File: src/rtl/home_dir_pkg.sv
// Shared encodings for the home-node directory controller.
package home_dir_pkg;
    typedef enum logic [1:0] {
        LS_READ    = 2'd0,   // shared by sharer set, memory valid
        LS_OWNED   = 2'd1,   // modified at single owner
        LS_INV_PND = 2'd2,   // awaiting invalidation acks
        LS_WB_PND  = 2'd3    // awaiting owner write-back
    } line_st_e;

    typedef enum logic [1:0] {
        MSG_SH_REQ  = 2'd0,
        MSG_EX_REQ  = 2'd1,
        MSG_INV_ACK = 2'd2,
        MSG_WB_DATA = 2'd3
    } req_kind_e;

    typedef enum logic [1:0] {
        RSP_SHARED = 2'd0,
        RSP_EXCL   = 2'd1,
        RSP_NACK   = 2'd2
    } rsp_kind_e;
endpackage

File: src/rtl/home_dir_table.sv
// Per-line directory storage: state, sharer vector, pending requester,
// pending request kind and line data. One read port (combinational by
// index) and one write port for directory fields plus one data write port.
// Assumes at most one update per cycle, issued by the decision engine.
module home_dir_table
    import home_dir_pkg::*;
#(
    parameter int NPROC  = 4,
    parameter int NLINES = 8,
    parameter int DATA_W = 32,
    localparam int SRC_W  = $clog2(NPROC),
    localparam int LINE_W = $clog2(NLINES)
) (
    input  logic              clk,
    input  logic              rst_n,
    input  logic [LINE_W-1:0] idx,
    output line_st_e          rd_st,
    output logic [NPROC-1:0]  rd_shr,
    output logic [SRC_W-1:0]  rd_pid,
    output logic              rd_pex,
    output logic [DATA_W-1:0] rd_data,
    input  logic              wr_en,
    input  line_st_e          wr_st,
    input  logic [NPROC-1:0]  wr_shr,
    input  logic [SRC_W-1:0]  wr_pid,
    input  logic              wr_pex,
    input  logic              dwr_en,
    input  logic [DATA_W-1:0] dwr_data
);
    line_st_e          st_a  [NLINES];
    logic [NPROC-1:0]  shr_a [NLINES];
    logic [SRC_W-1:0]  pid_a [NLINES];
    logic              pex_a [NLINES];
    logic [DATA_W-1:0] dat_a [NLINES];

    for (genvar i = 0; i < NLINES; i++) begin : g_line
        localparam logic [LINE_W-1:0] MY_IDX = LINE_W'(i);
        line_st_e          st_r;
        logic [NPROC-1:0]  shr_r;
        logic [SRC_W-1:0]  pid_r;
        logic              pex_r;
        logic [DATA_W-1:0] dat_r;

        // Directory fields of this line: reset to uncached, else take update.
        always_ff @(posedge clk) begin
            if (!rst_n) begin
                st_r  <= LS_READ;
                shr_r <= '0;
                pid_r <= '0;
                pex_r <= 1'b0;
            end else if (wr_en && idx == MY_IDX) begin
                st_r  <= wr_st;
                shr_r <= wr_shr;
                pid_r <= wr_pid;
                pex_r <= wr_pex;
            end
        end

        // Line data of this line: cleared on reset, written by write-backs.
        always_ff @(posedge clk) begin
            if (!rst_n)                        dat_r <= '0;
            else if (dwr_en && idx == MY_IDX) dat_r <= dwr_data;
        end

        assign st_a[i]  = st_r;
        assign shr_a[i] = shr_r;
        assign pid_a[i] = pid_r;
        assign pex_a[i] = pex_r;
        assign dat_a[i] = dat_r;

        // an owned or write-back-pending line names exactly one holder
        owner_onehot_chk: assert property (@(posedge clk) disable iff (!rst_n)
            (st_r == LS_OWNED || st_r == LS_WB_PND) |-> $onehot(shr_r));
        // an invalidation-pending line always has targets outstanding
        pend_nonempty_chk: assert property (@(posedge clk) disable iff (!rst_n)
            (st_r == LS_INV_PND) |-> (shr_r != '0));
    end

    assign rd_st   = st_a[idx];
    assign rd_shr  = shr_a[idx];
    assign rd_pid  = pid_a[idx];
    assign rd_pex  = pex_a[idx];
    assign rd_data = dat_a[idx];
endmodule

File: src/rtl/home_dir_engine.sv
// Combinational protocol decision for one incoming message: from the
// message and the addressed line's directory entry it computes the entry
// update, a data write, and at most one outgoing message. Assumes an owner
// never re-requests its own owned line.
module home_dir_engine
    import home_dir_pkg::*;
#(
    parameter int NPROC  = 4,
    parameter int DATA_W = 32,
    localparam int SRC_W = $clog2(NPROC)
) (
    input  logic              in_valid,
    input  logic [1:0]        in_kind,
    input  logic [SRC_W-1:0]  in_src,
    input  logic [DATA_W-1:0] in_data,
    input  line_st_e          cur_st,
    input  logic [NPROC-1:0]  cur_shr,
    input  logic [SRC_W-1:0]  cur_pid,
    input  logic              cur_pex,
    input  logic [DATA_W-1:0] cur_data,
    output logic              upd_en,
    output line_st_e          upd_st,
    output logic [NPROC-1:0]  upd_shr,
    output logic [SRC_W-1:0]  upd_pid,
    output logic              upd_pex,
    output logic              dwr_en,
    output logic              o_rsp,
    output logic [1:0]        o_rsp_kind,
    output logic [SRC_W-1:0]  o_rsp_dst,
    output logic [DATA_W-1:0] o_rsp_data,
    output logic              o_inv,
    output logic              o_inv_recall,
    output logic [NPROC-1:0]  o_inv_mask
);
    logic [NPROC-1:0] src_bit, pid_bit, others, remain;
    req_kind_e        kind;

    // One-hot bits of the sender and of the waiting requester.
    always_comb begin
        src_bit = '0;
        src_bit[in_src] = 1'b1;
        pid_bit = '0;
        pid_bit[cur_pid] = 1'b1;
    end

    assign kind   = req_kind_e'(in_kind);
    assign others = cur_shr & ~src_bit;
    assign remain = cur_shr & ~src_bit;

    // Protocol transitions for the addressed line.
    always_comb begin
        upd_en       = 1'b0;
        upd_st       = cur_st;
        upd_shr      = cur_shr;
        upd_pid      = cur_pid;
        upd_pex      = cur_pex;
        dwr_en       = 1'b0;
        o_rsp        = 1'b0;
        o_rsp_kind   = RSP_SHARED;
        o_rsp_dst    = in_src;
        o_rsp_data   = cur_data;
        o_inv        = 1'b0;
        o_inv_recall = 1'b0;
        o_inv_mask   = '0;
        if (in_valid) begin
            unique case (kind)
                MSG_SH_REQ, MSG_EX_REQ: begin
                    unique case (cur_st)
                        LS_READ: begin
                            upd_en = 1'b1;
                            if (kind == MSG_SH_REQ) begin
                                upd_shr    = cur_shr | src_bit;
                                o_rsp      = 1'b1;
                                o_rsp_kind = RSP_SHARED;
                            end else if (others == '0) begin
                                upd_st     = LS_OWNED;
                                upd_shr    = src_bit;
                                o_rsp      = 1'b1;
                                o_rsp_kind = RSP_EXCL;
                            end else begin
                                upd_st     = LS_INV_PND;
                                upd_shr    = others;
                                upd_pid    = in_src;
                                upd_pex    = 1'b1;
                                o_inv      = 1'b1;
                                o_inv_mask = others;
                            end
                        end
                        LS_OWNED: begin
                            upd_en       = 1'b1;
                            upd_st       = LS_WB_PND;
                            upd_pid      = in_src;
                            upd_pex      = (kind == MSG_EX_REQ);
                            o_inv        = 1'b1;
                            o_inv_recall = 1'b1;
                            o_inv_mask   = cur_shr;
                        end
                        default: begin
                            o_rsp      = 1'b1;
                            o_rsp_kind = RSP_NACK;
                        end
                    endcase
                end
                MSG_INV_ACK: begin
                    if (cur_st == LS_INV_PND && (cur_shr & src_bit) != '0) begin
                        upd_en = 1'b1;
                        if (remain == '0) begin
                            upd_st     = LS_OWNED;
                            upd_shr    = pid_bit;
                            o_rsp      = 1'b1;
                            o_rsp_kind = RSP_EXCL;
                            o_rsp_dst  = cur_pid;
                        end else begin
                            upd_shr = remain;
                        end
                    end
                end
                MSG_WB_DATA: begin
                    if (cur_st == LS_WB_PND && (cur_shr & src_bit) != '0) begin
                        upd_en     = 1'b1;
                        dwr_en     = 1'b1;
                        upd_st     = cur_pex ? LS_OWNED : LS_READ;
                        upd_shr    = pid_bit;
                        o_rsp      = 1'b1;
                        o_rsp_kind = cur_pex ? RSP_EXCL : RSP_SHARED;
                        o_rsp_dst  = cur_pid;
                        o_rsp_data = in_data;
                    end
                end
                default: ;
            endcase
        end
    end
endmodule

File: src/rtl/home_dir_ctrl.sv
// Home-node directory controller top. Accepts one coherence message per
// cycle (no back-pressure), decides with home_dir_engine against the entry
// held in home_dir_table, and registers a single outgoing message that is
// visible the following cycle. Assumes reliable, in-order delivery and one
// open transaction per line; conflicting requests are refused.
module home_dir_ctrl
    import home_dir_pkg::*;
#(
    parameter int NPROC  = 4,
    parameter int NLINES = 8,
    parameter int DATA_W = 32,
    localparam int SRC_W  = $clog2(NPROC),
    localparam int LINE_W = $clog2(NLINES)
) (
    input  logic              clk,
    input  logic              rst_n,
    input  logic              req_valid,
    input  logic [1:0]        req_kind,
    input  logic [SRC_W-1:0]  req_src,
    input  logic [LINE_W-1:0] req_line,
    input  logic [DATA_W-1:0] req_data,
    output logic              rsp_valid,
    output logic [1:0]        rsp_kind,
    output logic [SRC_W-1:0]  rsp_dst,
    output logic [LINE_W-1:0] rsp_line,
    output logic [DATA_W-1:0] rsp_data,
    output logic              inv_valid,
    output logic              inv_recall,
    output logic [NPROC-1:0]  inv_mask,
    output logic [LINE_W-1:0] inv_line
);
    line_st_e          cur_st, upd_st;
    logic [NPROC-1:0]  cur_shr, upd_shr, e_mask;
    logic [SRC_W-1:0]  cur_pid, upd_pid, e_dst;
    logic              cur_pex, upd_pex, upd_en, dwr_en;
    logic [DATA_W-1:0] cur_data, e_data;
    logic              e_rsp, e_inv, e_recall;
    logic [1:0]        e_kind;

    home_dir_table #(.NPROC(NPROC), .NLINES(NLINES), .DATA_W(DATA_W)) u_table (
        .clk(clk), .rst_n(rst_n), .idx(req_line),
        .rd_st(cur_st), .rd_shr(cur_shr), .rd_pid(cur_pid), .rd_pex(cur_pex),
        .rd_data(cur_data),
        .wr_en(upd_en), .wr_st(upd_st), .wr_shr(upd_shr), .wr_pid(upd_pid),
        .wr_pex(upd_pex), .dwr_en(dwr_en), .dwr_data(req_data)
    );

    home_dir_engine #(.NPROC(NPROC), .DATA_W(DATA_W)) u_engine (
        .in_valid(req_valid), .in_kind(req_kind), .in_src(req_src),
        .in_data(req_data),
        .cur_st(cur_st), .cur_shr(cur_shr), .cur_pid(cur_pid),
        .cur_pex(cur_pex), .cur_data(cur_data),
        .upd_en(upd_en), .upd_st(upd_st), .upd_shr(upd_shr),
        .upd_pid(upd_pid), .upd_pex(upd_pex), .dwr_en(dwr_en),
        .o_rsp(e_rsp), .o_rsp_kind(e_kind), .o_rsp_dst(e_dst),
        .o_rsp_data(e_data), .o_inv(e_inv), .o_inv_recall(e_recall),
        .o_inv_mask(e_mask)
    );

    // Register the outgoing message so it appears one cycle after the input.
    always_ff @(posedge clk) begin
        if (!rst_n) begin
            rsp_valid  <= 1'b0;
            rsp_kind   <= '0;
            rsp_dst    <= '0;
            rsp_line   <= '0;
            rsp_data   <= '0;
            inv_valid  <= 1'b0;
            inv_recall <= 1'b0;
            inv_mask   <= '0;
            inv_line   <= '0;
        end else begin
            rsp_valid  <= e_rsp;
            rsp_kind   <= e_kind;
            rsp_dst    <= e_dst;
            rsp_line   <= req_line;
            rsp_data   <= e_data;
            inv_valid  <= e_inv;
            inv_recall <= e_recall;
            inv_mask   <= e_mask;
            inv_line   <= req_line;
        end
    end


    one_msg_chk: assert property (@(posedge clk) disable iff (!rst_n)
        !(rsp_valid && inv_valid));

    msg_cause_chk: assert property (@(posedge clk) disable iff (!rst_n)
        (rsp_valid || inv_valid) |-> $past(req_valid));

    inv_nonempty_chk: assert property (@(posedge clk) disable iff (!rst_n)
        inv_valid |-> (inv_mask != '0));

    inv_excl_self_chk: assert property (@(posedge clk) disable iff (!rst_n)
        (inv_valid && !inv_recall) |-> !inv_mask[$past(req_src)]);

    recall_onehot_chk: assert property (@(posedge clk) disable iff (!rst_n)
        (inv_valid && inv_recall) |-> $onehot(inv_mask));

    nack_to_src_chk: assert property (@(posedge clk) disable iff (!rst_n)
        (rsp_valid && rsp_kind == RSP_NACK) |->
            ($past(req_kind) inside {MSG_SH_REQ, MSG_EX_REQ}) && rsp_dst == $past(req_src));
endmodule

File: config.mk
export PLATFORM = sky130hd
export DESIGN_NAME = home_dir_ctrl
export DESIGN_NICKNAME = d
export VERILOG_FILES = /design/src/rtl/home_dir_pkg.sv /design/src/rtl/home_dir_table.sv /design/src/rtl/home_dir_engine.sv /design/src/rtl/home_dir_ctrl.sv
export SDC_FILE = /design/constraint.sdc
export NUM_CORES = 1
export LEC_CHECK = 0
export ABC_CLOCK_PERIOD_IN_PS = 6300
export CORE_MARGIN = 4
export CORE_UTILIZATION = 57
export DETAILED_ROUTE_END_ITERATION = 6
export DONT_BUFFER_PORTS = 1
export PLACE_DENSITY = 0.72
export SETUP_SLACK_MARGIN = 0.15
export SYNTH_ARGS = -nofsm -noshare
export SYNTH_HDL_FRONTEND = slang
export SYNTH_SLANG_ARGS = --single-unit
File: constraint.sdc
create_clock -name clk -period 6.3 [get_ports clk]
set_clock_uncertainty 0.2 [all_clocks]
set_input_delay 0.315 -clock clk [delete_from_list [all_inputs] [get_ports clk]]
set_output_delay 0.315 -clock clk [all_outputs]
set_load 0.03 [all_outputs]
; ---- Word-level counts from Yosys, hierarchy flattened
; Cells that the tools add are included.
[classes]
n_addsub = 0
multipliers = 0
div = 0
n_lt_le_gt_ge = 5
n_eq_ne = 13
shift = 0
mux = 78
bitwise = 5
n_reduce_logical = 29
[ops]
columns = op, n
row1 = two-way mux 32 bit, 5
row2 = binary-select mux 32 bit (select 3 bit), 1
row3 = two-way mux 4 bit, 11
row4 = two-way mux 2 bit, 19
row5 = two-way mux 1 bit, 23
row6 = logical AND 1 bit, 20
row7 = one-hot mux 2 bit (2 select lines), 4
row8 = binary-select mux 2 bit (select 3 bit), 2
row9 = binary-select mux 4 bit (select 3 bit), 1
row10 = equality test 3 bit (second input constant), 4
row11 = one-hot mux 2 bit (3 select lines), 2
row12 = one-hot mux 4 bit (3 select lines), 1
row13 = AND 4 bit, 2
row14 = equality test 2 bit (second input constant), 4
row15 = one-hot mux 4 bit (2 select lines), 1
row16 = equality test 3 x 2 -> 1 bit (second input constant), 2
row17 = less-than comparator 2 x 3 -> 1 bit (second input constant), 2
row18 = one-hot mux 1 bit (2 select lines), 3
row19 = one-hot mux 1 bit (3 select lines), 2
row20 = demux 1 bit (select 2 bit), 2
row21 = equality test 2 x 1 -> 1 bit (second input constant), 2
row22 = greater-or-equal comparator 2 x 1 -> 1 bit (second input constant), 2
row23 = greater-or-equal comparator 4 bit (second input constant), 1
row24 = logical NOT 2 bit, 2
row25 = other kinds (11), 12
[word_totals]
register_bits = 374
latchBits = 0
ramBits = 0
romBits = 0
in_bits = 42
elab_cells = 178
n_memories = 0

; ---- Depth between registers and ports, before layout
; Gate-level depths: netlist of the first run.
[depth]
word_depth = 12
depth_mapped = 13
ltp_nobuf = 8

; ---- By module
; Synthesis of the first run repeated with hierarchy kept, for this count alone.
[unflattened]
hier_cells = 1982
hier_area_um2 = 17862.1
[modules_own_cells]
columns = mod, instances, cells_each, area_each_um2, seq_area_each_um2
row1 = home_dir_table, 1, 1647, 15287.2, 6566.3
row2 = home_dir_ctrl, 1, 99, 1308.8, 920.9
row3 = home_dir_engine, 1, 236, 1266.2, 0.0

; ---- Least setup slack after synthesis of the first run
; OpenSTA, ideal clock, no wires.
[synth_timing]
kind = input port to flip-flop
from = in req_line[1]
to = reg u_table.g_line[5].shr_r[0]
setup_ps = 129
arrival_time_ps = 2618
required_time_ps = 5971
setup_slack_ps = 3353
stages = 11
n_path_buf = 3
cell_sequence = buf_6 > buf_6 > mux2i_1 > a21oi_1 > o211a_1 > o41ai_4 > or3_1 > buf_6 > o41ai_2 > a211oi_4 > a21oi_1
[synth_between]
elab_chain_cells = 12
word_cells_on_any_way = 42
[synth_lines]
columns = item, line_no
row1 = "start, declared", home_dir_ctrl.sv:20  ; input logic [LINE_W-1:0] req_line,
row2 = inverter 3 -> 4 bit (implied by the code), "home_dir_table.sv:79, home_dir_table.sv:80, home_dir_table.sv:81"
row3 = binary-select mux 2 bit (select 3 bit), home_dir_table.sv:81  ; assign rd_pid = pid_a[idx];
row4 = two-way mux 2 bit (implied by the code) (2 in a row), home_dir_table.sv:81
row5 = less-than comparator 2 x 3 -> 1 bit (implied by the code) or greater-or-equal comparator 2 x 1 -> 1 bit (tied branches), home_dir_engine.sv:43  ; pid_bit[cur_pid] = 1'b1;
row6 = logical AND 1 bit (implied by the code), home_dir_engine.sv:43
row7 = two-way mux 1 bit (implied by the code), home_dir_engine.sv:43
row8 = demux 1 bit (select 2 bit), n/a
row9 = two-way mux 4 bit, home_dir_engine.sv:107  ; if (remain == '0) begin
row10 = two-way mux 4 bit, home_dir_engine.sv:105  ; if (cur_st == LS_INV_PND && (cur_shr & src_bit) != '0) begin
row11 = one-hot mux 4 bit (3 select lines), home_dir_engine.sv:66  ; unique case (kind)
row12 = two-way mux 4 bit, home_dir_engine.sv:65  ; if (in_valid) begin
row13 = "end signal, assigned", home_dir_table.sv:53  ; shr_r <= wr_shr;
row14 = "end, declared", home_dir_table.sv:39  ; logic [NPROC-1:0] shr_r;
; Parallel ways exist; a longest one is shown, timed or not. The select of a mux whose other input is x is not followed.
; A chain may end at the register's enable or synchronous reset.

; ---- Worst setup path in the final report of the first run
[layout_timing]
from = in req_line[0]
to = reg u_table.g_line[5].shr_r[0]
; The elaborated chain is that of the path after synthesis.

==> results of run 1 <==
[worst max-delay path by stage]
stage | from | to
after floorplan | req_line[1] | u_table.g_line[5].shr_r[0]
after global placement | req_line[1] | u_table.g_line[5].shr_r[0]
after detailed placement | req_line[1] | u_table.g_line[5].shr_r[0]
after CTS | req_line[0] | u_table.g_line[5].shr_r[0]
after global routing | req_line[0] | u_table.g_line[7].shr_r[0]
final | req_line[0] | u_table.g_line[5].shr_r[0]
[cell usage after synthesis (all sizes together) (2+ instances only)]
master and n:
a311oi 2, and3 16, mux2 3, o41ai 3
clkbuf 103, a31o 4, o21ai 45, nor2b 5
nand3b 2, a21o 3, nor2 73, inv 3
o211ai 3, a31oi 3, nor4 2, dfxtp 374
a211oi 37, o32a 2, nand4 2, o311ai 8
nand2b 6, and2 8, nand3 20, a211o 2
o31ai 4, nor3 20, mux2i 57, buf 79
o211a 4, or2 3, mux4 74, o22ai 33
a21oi 298, nand2 576
[power by group through the flow]
| stage | sequential (mW) | clock, mW | combinational [mW] |
|---|---|---|---|
| after global routing | 2.39 | 2.43 | 0.255 |
| after detailed placement | 2.44 | 0 | 0.175 |
| after global placement | 2.44 | 0 | 0.174 |
| after CTS | 2.39 | 2.33 | 0.235 |
| final | 2.39 | 2.32 | 0.240 |
| after floorplan | 2.44 | 0 | 0.202 |
[logic make-up after synthesis]
group / after synthesis
AO/OA/AOI/OAI: 459
buffers and inverters: 186
flip-flops: 374
multiplexers: 134
AND/OR/NAND/NOR: 737
[layer usage]
metal | GRT usage, % | vias up | routed length [um]
met5 | 0 | - | 13
met4 | 9.32 | 2 | 1180
met3 | 4.85 | 106 | 3870
met2 | 45.5 | 659 | 21200
met1 | 38.0 | 6592 | 18300
li1 | - | 6350 | -
[registers in the layout, indices dropped and copies added, names as in the netlist]
| name | count |
|---|---|
| u_table.g_line.pex_r | 8 |
| inv_valid | 1 |
| u_table.g_line.shr_r | 32 |
| rsp_dst | 2 |
| rsp_data | 32 |
| rsp_valid | 1 |
| rsp_kind | 2 |
| u_table.g_line.pid_r | 16 |
| inv_recall | 1 |
| inv_line | 3 |
| inv_mask | 4 |
| u_table.g_line.dat_r | 256 |
| u_table.g_line.st_r | 16 |
[through the flow]
stage / util (%) / area (sq um) / std cells / power [mW]
final: 63.8 / 17800 / 2211 / 4.95
after detailed placement: 57.5 / 16100 / 2099 / 2.61
after global placement: 57.5 / 16100 / 2099 / 2.61
after global routing: 63.8 / 17800 / 2211 / 5.07
after floorplan: - / 16300 / 1890 / 2.64
after CTS: 63.7 / 17800 / 2209 / 4.95
[critical path: stages]
cell	delay, ps
dlygate4sd3_1	600
inv_2	110
o32a_1	370
and3_1	210
o41ai_4	600
or3_4	880
o41ai_2	320
a211oi_4	550
a21oi_1	130
[layout make-up]
cell class	instances	share of cell area, %
Inverter	4	0.126
Antenna cell	2	0.0281
Clock inverter	8	0.604
Multi-Input combinational cell	1330	44.8
Clock buffer	60	6.72
Tap cell	378	2.66
Timing Repair Buffer	55	3.01
Sequential cell	374	42.0
==> impl_metrics.yaml, run 1 <==
sta:
  timing.hold.ws_ps: 31.6
  worstMarginPinSlew_ps: 1320
  final.setup.worst_slack_ps: 2360
  slew_violations: 0
  relSlewSlack_pct: 11.2
  final.setup.tns_ps: 0
  hold_violations: 0
  finalSetupViolCount: 0
  fmax_ghz: 0.254
  fin_crit_ps: 3940
  rsz0062_at_grt: "false"
  finalCritPeriodShare_pct: 62.5
clock_network:
  postCtsSetupBuffers: 0
  hold_buffers: 42
  cts.clk_slew.worst_paths_ps: 60
  cts.sinks: 374
  cts_tree: "built"
  numCtsBuffers: 39
  clk_latency_ps: 530
  root_buffer: "clkbuf_16"
  htree_levels: 2
  cts.path.max_buffers: 3
  post_cts_resized: 0
layout:
  drive_above_1_share_pct: 10.0
  multi_input_area_sq_um: 7980
  fill_cells: 2329
  final-seq-area_sq_um: 7490
  final_common_cell: "nand2_1"
  area.growth.synth_to_final_pct: 9.50
  nets: 1846
  layout_common_cells: "nand2_1 (576), dfxtp_1 (374), a21oi_1 (297), mux4_2 (74), nor2_1 (73)"
critical_path:
  worstPathMaxFanout: 92
  endpoint_kind: "flop"
  r2r_start: "u_table.g_line[4].shr_r[3]"
  worst_r2r_endpoint: "u_table.g_line[5].shr_r[0]"
  regToRegSetupSlack_ps: 2430
  worstPathArrival_ps: 4120
  path_class: "input pin to flop"
  worst_setup_path_start_kind: "input pin"
  reg2reg_depth: 8
  worstPathRequired_ps: 6480
pwr:
  seqPwrFrac_pct: 48.3
  intPower_mw: 3.84
  pwr-share-comb_pct: 4.9
  pwr-share-clk_pct: 46.9
  sw_frac_of_total_pct: 22.3
  p_per_area_nw_per_um2: 278
  ir_drop_uv: 298
  switching_power_mw: 1.10
  total_leakage_power_nw: 5.97
floorplanning:
  core-area_sq_um: 27900
  die_h_um: 177
  die_area_sq_um: 31300
  rows: 61
  dieWidth_um: 177
  io_pins: 91
  initial_core_util_pct: 58.2
flow_run:
  max-cap-violations: 0
synthesis:
  ys_ff_latch: 374
  yosysTopAreaCell: "dfxtp_1"
  async_reset_ff_share_pct: 0
  synthCells: 1890
  synth-edff-count: 0
  synth-xor-area-share_pct: 0
  synth_top_family_by_area: "simple AND/OR/NAND/NOR gates"
  ys.warnings.count: 0
  synth_compound_area_share_pct: 16.3
  synth_seq_area_share_pct: 46.0
  synth_cell_types: 62
  yosys-top-cells-area: "dfxtp_1 (46%), nand2_1 (13%), mux4_2 (10%)"
  ys.flop_type: "dfxtp_1"
  synth_fp_nets: 1932
  synth_top_area_share_pct: 46.0
  avgSynthCellArea_sq_um: 8.61
  synth_area_sq_um: 16300
  synth_fa_ha_area_share_pct: 0
  yosys-mux-area-fraction_pct: 14.0
  synth-simple-area-share_pct: 18.6
routing:
  first_pass_iters: 6
  wl_per_cell_um: 20.1
  vias: 13709
  drt-vias-per-instance: 6.20
  drt_wl_total_mm: 44.6
  drc_errors: 0
  drt_iter0_drc: 1622
  drtAntennaViolNets: 0
placement:
  io_buffers: 0
  hpwl_mm: 24.4
  gp_congestion: 0.912
  pre_cts_slack_ps: 2400
hold_path:
  hold_path_end: "inv_mask[1]"
  min_delay_path_depth: 4
  min_from: "req_src[1]"
  hold_class: "input pin to flop"
global_routing:
  grt_max_degree: 113
  grt_overflow_total: 0
  antenna_found_initial: 3
  grt_pass1_wl_mm: 70.5
  grt_pass1_vias: 12974
  grt_usage_pct: 27.9
status:
  outcome: "completed"
No activity file was read; power rests on OpenSTA's default activity.
==> inputs of run 2 (changes only) <==
- ABC_AREA: default -> 1
- ABC_CLOCK_PERIOD_IN_PS: 6300 -> 3700
- clock period: 6.3 -> 3.7 ns (I/O delays scaled with it)
==> run 2 against run 1 <==
Count of clock-buffer cells in the layout shrank 2. Critical path type unchanged. Largest power group unchanged. Combinational power grew 130%. Sequential cell count is the same. Non-clock buffer count grew 91. The run now ends with hold timing left. Register-to-register slack lost 2100 ps. Die area shrank 2.2%. Design area grew 3.6%. Largest cell class is now registers. Wire length grew 16%. Synthesized cell count grew 9.4%. Via count grew 12%. Sequential power grew 71%.
==> impl_metrics.yaml, run 2 <==
floorplanning:
  core-area_sq_um: 27200
  dieWidth_um: 175
  io_pins: 91
  initial_core_util_pct: 58.5
  rows: 60
  die_h_um: 175
  die_area_sq_um: 30600
layout:
  drive_above_1_share_pct: 9.69
  final_util_pct: 67.9
  final_common_cell: "dfxtp_1"
  reg_top3: "u_table.g_line.dat_r (256), rsp_data (32), u_table.g_line.shr_r (32)"
  n_antenna_cell: 0
  regMostFlops: "u_table.g_line.dat_r"
  area.growth.synth_to_final_pct: 16.2
  largest_reg_flops: 256
  nets: 2147
  layout_common_cells: "dfxtp_1 (374), a21oi_1 (357), o21ai_0 (293), nand2_1 (276), nor2_1 (134)"
synthesis:
  synth_seq_area_share_pct: 47.1
  synthMostInstantiatedCell: "dfxtp_1"
  ys_top_cells_by_count: "dfxtp_1 (374), a21oi_1 (357), o21ai_0 (293)"
  synth_area_sq_um: 15900
  avgSynthCellArea_sq_um: 7.68
  ys_ff_latch: 374
  synth-edff-count: 0
  synth_fp_nets: 2110
  ys.flop_type: "dfxtp_1"
  synth_top_area_share_pct: 47.1
  yosys-top-cells-area: "dfxtp_1 (47%), a21oi_1 (11%), o21ai_0 (9.2%)"
  synthCells: 2068
  yosysTopAreaCell: "dfxtp_1"
  ys.warnings.count: 0
  synth_cell_types: 33
  async_reset_ff_share_pct: 0
critical_path:
  worst_setup_path_start_kind: "input pin"
  worstPathMaxFanout: 14
  endpoint_kind: "flop"
  path_class: "input pin to flop"
  worstPathRequired_ps: 3970
  worstPathArrival_ps: 3630
routing:
  drt_iter0_drc: 1984
  drc_errors: 0
  first_pass_iters: 6
  drt-vias-per-instance: 6.14
  drtAntennaViolNets: 0
  drt_wl_total_mm: 51.5
  vias: 15403
  wl_per_cell_um: 20.5
global_routing:
  grt_max_degree: 256
  grt_overflow_total: 0
  antenna_found_initial: 3
  grt_pass1_vias: 14844
  grt_usage_pct: 32.6
  grt_pass1_wl_mm: 81.2
clock_network:
  cts_tree: "built"
  cts.path.max_buffers: 3
  clk_latency_ps: 540
  numCtsBuffers: 39
  htree_levels: 2
  root_buffer: "clkbuf_16"
  cts.sinks: 374
  cts.clk_slew.worst_paths_ps: 60
sta:
  worstMarginPinSlew_ps: 1060
  finalCritPeriodShare_pct: 91.0
  hold_violations: 6
  rsz0062_at_grt: "true"
  fin_crit_ps: 3370
  finalSetupViolCount: 0
  final.setup.tns_ps: 0
  fmax_ghz: 0.297
  timing.hold.ws_ps: -10.9
  slew_violations: 0
  relSlewSlack_pct: 29.4
status:
  outcome: "finished with violations"
  violations: "hold timing"
pwr:
  total_leakage_power_nw: 7.18
  p_per_area_nw_per_um2: 466
  ir_drop_uv: 463
placement:
  gp_congestion: 0.969
  hpwl_mm: 28.3
  io_buffers: 0
hold_path:
  hold_class: "input pin to flop"
flow_run:
  max-cap-violations: 0
[run 2: changes by cell type in the layout (fill, tap and decap cells not counted), moves of 61 or more]
cell and delta:
nand3_1 +85, o21ai_0 +250, nor2_1 +61, a22oi_1 +79
inv_1 +128, nand2_1 -300, mux4_2 -74
[run 2: area by class of cell]
cell class	instances	area, sq um
clock inverters	14	160
repair buffers	146	1410
clock buffers	58	1130
flip-flops and latches	374	7490
well taps	372	465
inverters	139	531
fillers	2322	8720
repair inverters	1	5.00
multi-input cells	1404	7270
[run 2: per-layer routing]
layer | up-vias | global-route usage [%] | wire length [um]
met2 | 815 | 55.0 | 24500
li1 | 7154 | - | -
met5 | - | 0 | 14
met1 | 7273 | 43.2 | 20700
met3 | 159 | 4.05 | 4370
met4 | 2 | 12.2 | 1950
[run 2: worst max-delay path: stages]
cell           delay, ps
dlygate4sd3_1        660
nor2_4               220
nand2_1               70
nand4_1               80
nand2_1              190
buf_4                240
nor2_4               160
nand2_2              150
nand2_4              170
nand3_4              230
nor2_4               410
o21ai_0              150
dlygate4sd3_1        580
a21oi_1              110
[run 2: cells by family after synthesis]
| kind of cell | share of synthesized area (%) |
|---|---|
| buffers and inverters | 7.70 |
| and+or+nand+nor | 16.6 |
| DFF | 47.1 |
| AOI/OAI and AO/OA | 28.6 |
[run 2: path summary, 6_finish.rpt]
| kind | from | endpoint | slack [ps] | cells after the start |
|---|---|---|---|---|
| setup / recovery | req_line[1] | u_table.g_line[5].st_r[0] | 330 | 14 |
| hold / removal | rst_n | u_table.g_line[0].shr_r[3] | -10 | 3 |
| setup reg to reg | u_table.g_line[3].st_r[1] | u_table.g_line[5].st_r[0] | 360 | 14 |
| hold reg to reg | u_table.g_line[2].dat_r[23] | u_table.g_line[2].dat_r[23] | 250 | 2 |
[run 2: metrics by stage]
stage	instances	instance area [sq um]	hold WS (ps)	setup slack [ps]	power (mW)
after floorplan	2068	15900	133	1340	4.51
after global placement	2331	16100	82.3	613	4.61
after detailed placement	2331	16100	85.7	563	4.61
after CTS	2502	18400	1.76	202	8.60
after global routing	2508	18500	16.4	86.9	8.84
final	2508	18500	-10.9	334	8.59
[run 2: timing repair]
item / in CTS / in global routing
hold buffers: 99 / 0
hold endpoints to repair: 360 / 0
buffers inserted: 0 / 5
setup endpoints to repair: 0 / 29
resized for setup: 0 / 9
[run 2: where the power goes]
| part | total, mW | leakage, nW | internal, mW | switching (mW) |
|---|---|---|---|---|
| Sequential | 4.09 | 3.02 | 4.06 | 0.0335 |
| Combinational | 0.563 | 3.52 | 0.147 | 0.416 |
| Clock | 3.94 | 0.639 | 2.33 | 1.61 |
| Total | 8.59 | 7.18 | 6.53 | 2.06 |
